===== config.mk =====
export PLATFORM = sky130hd
export DESIGN_NAME = stereo_atten
export DESIGN_NICKNAME = d
export VERILOG_FILES = /design/src/rtl/att_pkg.sv /design/src/rtl/att_gain.sv /design/src/rtl/zero_run.sv /design/src/rtl/att_out.sv /design/src/rtl/stereo_atten.sv
export SDC_FILE = /design/constraint.sdc
export NUM_CORES = 2
export LEC_CHECK = 0
export BUFFER_PORTS_ARGS = -buffer_cell sky130_fd_sc_hd__buf_2
export CORE_MARGIN = 2
export CORE_UTILIZATION = 45
export DETAILED_ROUTE_END_ITERATION = 10
export HOLD_SLACK_MARGIN = 0.02
export PLACE_DENSITY = 0.72
export SLEW_MARGIN = 20
export SYNTH_ARGS = -nofsm -noshare
export SYNTH_HDL_FRONTEND = slang
export SYNTH_HIERARCHICAL = 1
export SYNTH_SLANG_ARGS = --single-unit

===== constraint.sdc =====
create_clock -name clk -period 12 [get_ports clk]
set_input_delay 1.8 -clock clk [delete_from_list [all_inputs] [get_ports clk]]
set_output_delay 1.8 -clock clk [all_outputs]
set_load 0.01 [all_outputs]

===== src/rtl/att_pkg.sv =====
package att_pkg;

    localparam int FRAC_W    = 17;
    localparam int FRAC_Q    = 16;
    localparam int STEP_DIV  = 12;
    localparam int LUT_IDX_W = 4;

    typedef struct packed {
        logic valid;
        logic mute;
        logic invert;
    } stage_ctrl_t;

    typedef enum logic {
        CH_LEFT  = 1'b0,
        CH_RIGHT = 1'b1
    } chan_e;

    function automatic logic [FRAC_W-1:0] frac_lut(input logic [LUT_IDX_W-1:0] idx);
        case (idx)
            4'd0:    frac_lut = 17'd65536;
            4'd1:    frac_lut = 17'd61870;
            4'd2:    frac_lut = 17'd58409;
            4'd3:    frac_lut = 17'd55142;
            4'd4:    frac_lut = 17'd52057;
            4'd5:    frac_lut = 17'd49145;
            4'd6:    frac_lut = 17'd46396;
            4'd7:    frac_lut = 17'd43801;
            4'd8:    frac_lut = 17'd41350;
            4'd9:    frac_lut = 17'd39037;
            4'd10:   frac_lut = 17'd36854;
            4'd11:   frac_lut = 17'd34792;
            default: frac_lut = 17'd0;
        endcase
    endfunction

endpackage


===== src/rtl/att_gain.sv =====
module att_gain
    import att_pkg::*;
#(
    parameter int DW = 24,
    parameter int CW = 8
) (
    input  logic                 clk,
    input  logic                 rst,
    input  logic                 en,
    input  logic signed [DW-1:0] sample,
    input  logic        [CW-1:0] code,
    output logic signed [DW-1:0] att_q
);
    localparam int PW      = DW + FRAC_W + 1;
    localparam int SHAMT_W = $clog2(PW);

    logic [CW-1:0]        steps;
    logic [CW-1:0]        coarse;
    logic [LUT_IDX_W-1:0] fine;
    logic [FRAC_W-1:0]    frac;
    logic [SHAMT_W-1:0]   shamt;
    logic signed [PW-1:0] prod;
    logic signed [DW-1:0] scaled;

    always_comb begin
        steps  = ~code;
        coarse = steps / CW'(STEP_DIV);
        fine   = LUT_IDX_W'(steps % CW'(STEP_DIV));
        frac   = frac_lut(fine);
        shamt  = SHAMT_W'(FRAC_Q) + SHAMT_W'(coarse);
        prod   = $signed(sample) * $signed({1'b0, frac});
        scaled = (code == '0) ? '0 : DW'(prod >>> shamt);
    end

    always_ff @(posedge clk) begin
        if (rst) begin
            att_q <= '0;
        end else if (en) begin
            att_q <= scaled;
        end
    end

    p_mute_code_r1: assert property (@(posedge clk) disable iff (rst)
        (en && code == '0) |=> (att_q == '0));

    p_unity_code_r1: assert property (@(posedge clk) disable iff (rst)
        (en && code == '1) |=> (att_q == $past(sample)));

    p_hold_r4: assert property (@(posedge clk) disable iff (rst)
        !en |=> $stable(att_q));

endmodule


===== src/rtl/zero_run.sv =====
module zero_run #(
    parameter int DW      = 24,
    parameter int RUN_LEN = 1024
) (
    input  logic          clk,
    input  logic          rst,
    input  logic          en,
    input  logic [DW-1:0] left,
    input  logic [DW-1:0] right,
    output logic          full_q,
    output logic          full_d
);
    localparam int CNT_W = $clog2(RUN_LEN + 1);

    logic [CNT_W-1:0] cnt_q;
    logic [CNT_W-1:0] cnt_d;
    logic             both_zero;

    always_comb begin
        both_zero = (left == '0) && (right == '0);
        cnt_d     = cnt_q;
        if (en) begin
            if (!both_zero) begin
                cnt_d = '0;
            end else if (cnt_q != CNT_W'(RUN_LEN)) begin
                cnt_d = cnt_q + 1'b1;
            end
        end
        full_d = (cnt_d == CNT_W'(RUN_LEN));
    end

    always_ff @(posedge clk) begin
        if (rst) begin
            cnt_q  <= '0;
            full_q <= 1'b0;
        end else begin
            cnt_q  <= cnt_d;
            full_q <= full_d;
        end
    end

    p_clear_on_data_r7: assert property (@(posedge clk) disable iff (rst)
        (en && !both_zero) |=> !full_q);

    p_run_edge_r6: assert property (@(posedge clk) disable iff (rst)
        $rose(full_q) |-> ($past(cnt_q) == CNT_W'(RUN_LEN - 1)));

endmodule


===== src/rtl/att_out.sv =====
module att_out #(
    parameter int DW       = 24,
    parameter int DECAY_SH = 6
) (
    input  logic                 clk,
    input  logic                 rst,
    input  logic                 en,
    input  logic                 mute,
    input  logic                 invert,
    input  logic signed [DW-1:0] att,
    output logic signed [DW-1:0] out_q
);
    localparam logic signed [DW-1:0] MOST_NEG = {1'b1, {(DW-1){1'b0}}};
    localparam logic signed [DW-1:0] MOST_POS = {1'b0, {(DW-1){1'b1}}};

    logic signed [DW-1:0] tail;
    logic signed [DW-1:0] decayed;
    logic signed [DW-1:0] signed_val;
    logic signed [DW-1:0] nxt;

    always_comb begin
        tail    = out_q >>> DECAY_SH;
        decayed = ((tail == '0) || (tail == '1)) ? '0 : (out_q - tail);
        if (!invert) begin
            signed_val = att;
        end else if (att == MOST_NEG) begin
            signed_val = MOST_POS;
        end else begin
            signed_val = -att;
        end
        nxt = mute ? decayed : signed_val;
    end

    always_ff @(posedge clk) begin
        if (rst) begin
            out_q <= '0;
        end else if (en) begin
            out_q <= nxt;
        end
    end

    p_decay_rest_r8: assert property (@(posedge clk) disable iff (rst)
        (en && mute && out_q == '0) |=> (out_q == '0));

    p_decay_shrink_r8: assert property (@(posedge clk) disable iff (rst)
        (en && mute && out_q > 0) |=> (out_q >= 0 && out_q < $past(out_q)));

    p_phase_sign_r5: assert property (@(posedge clk) disable iff (rst)
        (en && !mute && invert && att > 0) |=> (out_q < 0));

    p_out_hold_r4: assert property (@(posedge clk) disable iff (rst)
        !en |=> $stable(out_q));

endmodule


===== src/rtl/stereo_atten.sv =====
module stereo_atten
    import att_pkg::*;
#(
    parameter int DW       = 24,
    parameter int CW       = 8,
    parameter int RUN_LEN  = 1024,
    parameter int DECAY_SH = 6
) (
    input  logic                 clk,
    input  logic                 rst,
    input  logic                 in_valid,
    input  logic signed [DW-1:0] in_left,
    input  logic signed [DW-1:0] in_right,
    input  logic        [CW-1:0] atten_left,
    input  logic        [CW-1:0] atten_right,
    input  logic                 link_lr,
    input  logic                 mute_req,
    input  logic                 phase_inv,
    input  logic                 zd_enable,
    output logic                 out_valid,
    output logic signed [DW-1:0] out_left,
    output logic signed [DW-1:0] out_right,
    output logic                 zero_flag
);
    localparam int NCH = 2;

    stage_ctrl_t          s1_q;
    logic                 out_valid_q;
    logic                 run_full_q;
    logic                 run_full_d;
    logic signed [DW-1:0] ch_in   [NCH];
    logic        [CW-1:0] ch_code [NCH];
    logic signed [DW-1:0] ch_att  [NCH];
    logic signed [DW-1:0] ch_out  [NCH];

    always_comb begin
        ch_in[CH_LEFT]    = in_left;
        ch_in[CH_RIGHT]   = in_right;
        ch_code[CH_LEFT]  = atten_left;
        ch_code[CH_RIGHT] = link_lr ? atten_left : atten_right;
    end

    zero_run #(
        .DW      (DW),
        .RUN_LEN (RUN_LEN)
    ) u_zero (
        .clk    (clk),
        .rst    (rst),
        .en     (in_valid),
        .left   (in_left),
        .right  (in_right),
        .full_q (run_full_q),
        .full_d (run_full_d)
    );

    always_ff @(posedge clk) begin
        if (rst) begin
            s1_q        <= '0;
            out_valid_q <= 1'b0;
        end else begin
            s1_q.valid  <= in_valid;
            out_valid_q <= s1_q.valid;
            if (in_valid) begin
                s1_q.mute   <= mute_req | (zd_enable & run_full_d);
                s1_q.invert <= phase_inv;
            end
        end
    end

    for (genvar ch = 0; ch < NCH; ch++) begin : g_chan
        att_gain #(
            .DW (DW),
            .CW (CW)
        ) u_gain (
            .clk    (clk),
            .rst    (rst),
            .en     (in_valid),
            .sample (ch_in[ch]),
            .code   (ch_code[ch]),
            .att_q  (ch_att[ch])
        );

        att_out #(
            .DW       (DW),
            .DECAY_SH (DECAY_SH)
        ) u_out (
            .clk    (clk),
            .rst    (rst),
            .en     (s1_q.valid),
            .mute   (s1_q.mute),
            .invert (s1_q.invert),
            .att    (ch_att[ch]),
            .out_q  (ch_out[ch])
        );
    end

    assign out_valid = out_valid_q;
    assign out_left  = ch_out[CH_LEFT];
    assign out_right = ch_out[CH_RIGHT];
    assign zero_flag = zd_enable & run_full_q;

    p_latency_r4: assert property (@(posedge clk) disable iff (rst)
        in_valid |-> ##2 out_valid);

    p_automute_r6: assert property (@(posedge clk) disable iff (rst)
        (in_valid && zd_enable && run_full_q && in_left == '0 && in_right == '0)
        |=> s1_q.mute);

    p_no_valid_r4: assert property (@(posedge clk) disable iff (rst)
        !s1_q.valid |=> !out_valid);

endmodule


* Word level (Yosys, flattened, before mapping)
Memory sizes are Yosys's and may differ from the RTL's.
Index checks and enable logic that the tools add are counted.
** Cells by class
- Multiply operators :: 2
- Mux-type cells :: 14
- Bitwise logic cells :: 5
- Reduce and logical (&&, ||, !) cells :: 9
- Equality and inequality tests :: 6
- $add $sub $neg :: 7
- Shift operators :: 2
- Div/mod/pow operators :: 4
** Operators by type and width (count)
- two-way mux 24 bit :: 10
- == test 24 bit, second input constant :: 4
- logical NOT 24 bit :: 4
- multiplier 24 x 18 -> 42 bit :: 2
- >>> shifter 42 x 6 -> 24 bit :: 2
- negation 24 bit :: 2
- subtractor 24 bit :: 2
- two-way mux 11 bit :: 3
- divider 8 x 4 -> 8 bit, second input constant :: 2
- logical NOT 8 bit :: 2
- modulo 8 x 4 -> 8 bit, second input constant :: 2
- NOT 8 bit :: 2
- adder 5 x 6 -> 6 bit, first input constant :: 2
- adder 11 x 1 -> 11 bit, second input constant :: 1
- == test 11 bit, second input constant :: 1
- != test 11 bit, second input constant :: 1
- two-way mux 8 bit :: 1
- bitwise AND 1 bit :: 2
- logical OR 1 bit :: 2
- logical AND 1 bit :: 1
- bitwise OR 1 bit :: 1
** Storage, ports and cells
- Logic and storage cells :: 61
- Memories kept :: 2
- Bits in registers :: 112
- Bits in read-only memories :: 544
- Output and inout bits :: 50
** Memories
- (no name shown) :: depth 16, bits a word 17, rd ports 1, clocked after memory_dff 0, write ports 0, RTL line att_pkg.sv:20 : case (idx)
- (no name shown) :: depth 16, bits a word 17, rd ports 1, clocked after memory_dff 0, write ports 0, RTL line att_pkg.sv:20

* Depth between registers and ports, before layout
- Word-level depth :: 7
- Depth in mapped cells :: 41

* Cells and area by module
The synthesis kept the hierarchy.
** Modules (own cells, without submodules)
- att_gain (g_chan[0].u_gain) :: cells each 2161, seq. area each 480.5 sq um, area an instance 18220.0 sq um, instances 1
- att_gain (g_chan[1].u_gain) :: cells each 2154, seq. area each 480.5 sq um, area an instance 18071.1 sq um, instances 1
- att_out (g_chan[1].u_out) :: cells each 416, seq. area each 480.5 sq um, area an instance 3046.7 sq um, instances 1
- att_out (g_chan[0].u_out) :: cells each 406, seq. area each 480.5 sq um, area an instance 2922.8 sq um, instances 1
- zero_run :: cells each 122, seq. area each 240.2 sq um, area an instance 963.4 sq um, instances 1
- stereo_atten :: cells each 21, seq. area each 80.1 sq um, area an instance 260.2 sq um, instances 1

* Least setup slack after synthesis
No wires, ideal clock.
- Path kind :: input to register
- Start point :: input port link_lr
- End point :: register g_chan[1].u_gain.att_q[13]
- Library setup time :: 132 ps
- Cell stages on the path :: 34
- Data arrival time :: 10690 ps
- Setup slack :: 1178 ps
- Buffers on the path :: 5
- Path through :: buf_6 mux2_4 clkbuf_1 buf_2 or2_2 nor3_1 a21oi_1 o221ai_1 a31oi_1 buf_2 a31oi_1 clkbuf_1 nand2_1 fa_1 inv_1 fa_1 fa_1 fa_1 fa_1 inv_1 fa_1 inv_1 ha_1 or2_1 a31o_1 a211oi_1 o221ai_1 nor2_2 xor2_2 mux2i_1 mux2_2 mux4_2 o21ai_1 a21oi_1
** RTL lines
- start, declared :: RTL line stereo_atten.sv:16 : input logic link_lr,
- end signal, assigned :: RTL line att_gain.sv:39 : att_q <= scaled;
- end, declared :: RTL line att_gain.sv:12 : output logic signed [DW-1:0] att_q

* Worst setup path in the final report
- Start point :: input port atten_left[5]
- End point :: register g_chan[0].u_gain.att_q[15]
** On the way
- Word-level cells in the longest chain between the ends :: 6
** RTL lines
- start, declared :: RTL line stereo_atten.sv:14 : input logic [CW-1:0] atten_left,
- NOT 8 bit :: RTL line att_gain.sv:26 : steps = ~code;
- modulo 8 x 4 -> 8 bit :: RTL line att_gain.sv:28 : fine = LUT_IDX_W'(steps % CW'(STEP_DIV));
- memory (16 x 17 bit)
- multiplier 24 x 18 -> 42 bit :: RTL line att_gain.sv:31 : prod = $signed(sample) * $signed({1'b0, frac});
- >>> shifter 42 x 6 -> 24 bit :: RTL line att_gain.sv:32 : scaled = (code == '0) ? '0 : DW'(prod >>> shamt);
- two-way mux 24 bit * :: RTL line att_gain.sv:32
- end signal, assigned :: RTL line att_gain.sv:39
- end, declared :: RTL line att_gain.sv:12
Every way passes the cells marked *; elsewhere a longest branch is shown, timed or not.
A chain may end at the register's enable or synchronous reset.

==> qor.yml <==
grt:
  grt_pass1_vias: 37900
  grt_max_degree: 70
  antenna_found_initial: 5
  grt-ovfl-total: 0
  grt_usage_pct: 25.1
  grt_pass1_wl_um: 201000
timing:
  setup_viol: 0
  fmaxAchievable_ghz: 0.0890
  tightest_slew_ns: 1.10
  hold_violations: 0
  fin_skew_ns: 0.00886
  setup_tns_ns: 0
  grt_setup_unrepaired: "false"
  maxSlewHeadroom_pct: 26.3
  period_share_pct: 93.6
  period_minus_slack_ns: 11.23
  slew_viol_final: 0
  fin_ws_ns: 0.767
floorplan:
  design.die.area_um2: 99100
  core_region_area_um2: 96300
  row_count: 114
  chipWidth_um: 315
  die_y_um: 315
  initial_core_util_pct: 45.2
  ios: 121
route:
  top_layer_used: "met5"
  drc: 0
  drtAntennaViolNets: 0
  wire_per_inst_um: 18.7
  dr_wl_met3_um: 7920
  drtIter0Drc: 3287
  first_pass_iters: 9
  met2_length_um: 59800
  vias: 36500
  drt_wl_total_um: 122000
  via_per_inst: 5.60
  wl_met1_um: 50100
finish:
  fin_nets: 6372
  layout-drive-gt1-share_pct: 6.73
  final_area_um2: 45600
  area_growth_pct: 4.85
  fill_cells: 9343
  regArea_um2: 2240
  multi_input_area_um2: 36200
yosys:
  synth-seq-area-share_pct: 5.16
  synth_top_area_share_pct: 37.0
  synth_ff_type: "dfxtp_1"
  synth_area_leader_cell: "fa_1"
  synth.avg_cell_area_um2: 8.24
  synthCells: 5280
  async_reset_ff_share_pct: 0
  ys_types: 119
  syn_nets: 6425
  netlist_area_um2: 43500
  synth-seq-cells: 112
  yosys-top-cells-area: "fa_1 37%, inv_1 9.4%, ha_1 7.8%, and2_1 5.7%, nand2_1 5.5%"
  ys_warn_count: 6
  synth_edf_count: 0
clock_network:
  clock_latency_ns: 0.38
  clock-sinks: 112
  clock-root-buffer: "clkbuf_16"
  post_cts_resized: 0
  clockBufferDepth: 2
  cts_buffers: 9
  post_cts_buffers: 0
  ctsHtreeMaxLevel: 3
  tritoncts: "built"
  holdBufCountCts: 0
  cts.clk_slew.worst_paths_ns: 0.08
placed_design:
  postPlaceCellArea_um2: 45300
  dp_slack_ns: 0.342
  dp_hpwl_um: 95700
  gp_congestion: 0.932
  port_buffers: 120
worst_setup_path:
  crit_path_frequent_cell: "fa_1"
  critPathTopFamily: "adder cells"
  rrSetupSlack_ns: 8.64
  criticalPathCategory: "in -> reg"
  critPathCaptureType: "register"
  slowest_stage: "fa_1"
  cpPeakStageDelay_ns: 0.56
  arrival_ns: 11.51
  critPathBufInv: 5
  path_max_fanout: 20
  worstPathRequired_ns: 12.27
  startpoint_type: "input pin"
run_status:
  status: "finished clean"
job:
  max-cap-violations: 0
worst_hold_path:
  hold_class: "reg -> reg"
## per-stage QoR
stage / hold slack (ns) / util (%) / instances
floorplan: 0.466 / - / 5280
global placement: 0.480 / 47.0 / 6491
detailed placement: 0.483 / 47.0 / 6491
CTS: 0.496 / 47.3 / 6507
global route: 0.504 / 47.4 / 6509
finish: 0.497 / 47.4 / 6510
## cells in the final DEF, fill, tap and decap left out, types with 13 or more instances in the layout
master,n
inv_1,1088
fa_1,804
nand2_1,642
and2_1,394
ha_1,270
a21oi_1,229
nor2_1,195
o21ai_0,143
buf_2,120
dfxtp_1,111
xnor2_1,75
buf_4,75
mux2i_1,74
nand3_1,61
a211oi_1,58
xor2_1,55
and3_1,46
nor3_1,44
nand2b_1,39
nand4_1,39
a21o_1,39
o211ai_1,34
nor4_1,32
o31ai_1,29
nor2b_1,24
mux2_2,23
o21a_1,23
a31oi_1,23
o221ai_1,20
or3_1,20
o21ai_1,17
nand3b_1,14
or2_2,14
a21oi_2,14
a22oi_1,14
o22ai_1,13
a221oi_1,13
## synthesized netlist by cell type, drive strengths merged (67+ instances only)
cell type  instances
a21oi            243
and2             397
buf               67
clkbuf           194
dfxtp            112
fa               804
ha               270
inv             1088
mux2i             79
nand2            642
nor2             197
o21ai            166
xnor2             75
## flip-flops by register name (all words and copies together) (netlist names)
register             count
g_chan.u_gain/att_q     48
g_chan.u_out/out_q      48
out_valid                1
s1_q                     3
u_zero/cnt_q            11
u_zero/full_q            1
## final cells by class
cell class              count  area share, %
multi-input cells        3819           79.4
inverters                1089           8.97
flip-flops and latches    112           4.92
well taps                1276           3.50
repair buffers            196           2.60
clock buffers               9          0.494
clock inverters             7          0.137
diodes                      2         0.0110
## worst paths after layout
| kind | from | cells after the start | end |
|---|---|---|---|
| setup reg to reg | g_chan[0].u_gain/att_q[0]$_SDFFE_PP0P_ | 9 | g_chan[0].u_out/out_q[21]$_SDFFE_PP0P_ |
| hold / removal | g_chan[1].u_out/out_q[0]$_SDFFE_PP0P_ | 2 | g_chan[1].u_out/out_q[0]$_SDFFE_PP0P_ |
| hold reg to reg | g_chan[1].u_out/out_q[0]$_SDFFE_PP0P_ | 2 | g_chan[1].u_out/out_q[0]$_SDFFE_PP0P_ |
| setup / recovery | atten_left[5] | 33 | g_chan[0].u_gain/att_q[15]$_SDFFE_PP0P_ |
## logic make-up (layout without fill, tap and decap cells)
group / count (synthesis) / after routing / synth area share, %
mux: 114 / 114 / 2.85
xor+xnor: 135 / 135 / 2.83
other cells: 0 / 2 / 0
fa+ha+maj: 1074 / 1074 / 44.8
flops: 112 / 112 / 5.16
simple gates: 1625 / 1625 / 18.7
compound gates: 870 / 871 / 13.7
buf+inv: 1350 / 1301 / 12.0
## worst min-delay path, delay by kind of cell (launching register included)
| kind | cells | cell delay, ns |
|---|---|---|
| AOI/OAI and AO/OA | 1 | 0.07 |
| buffers and inverters | 1 | 0.07 |
| DFF | 1 | 0.31 |
## per-layer routing
layer,track usage (%),up-vias
li1,-,16700
met5,0,-
met2,43.8,1357
met4,7.68,4
met3,2.98,264
met1,32.4,18200
Power is not shown: default switching activity piles up to over one toggle a cycle in this logic, so the estimate is an artifact.
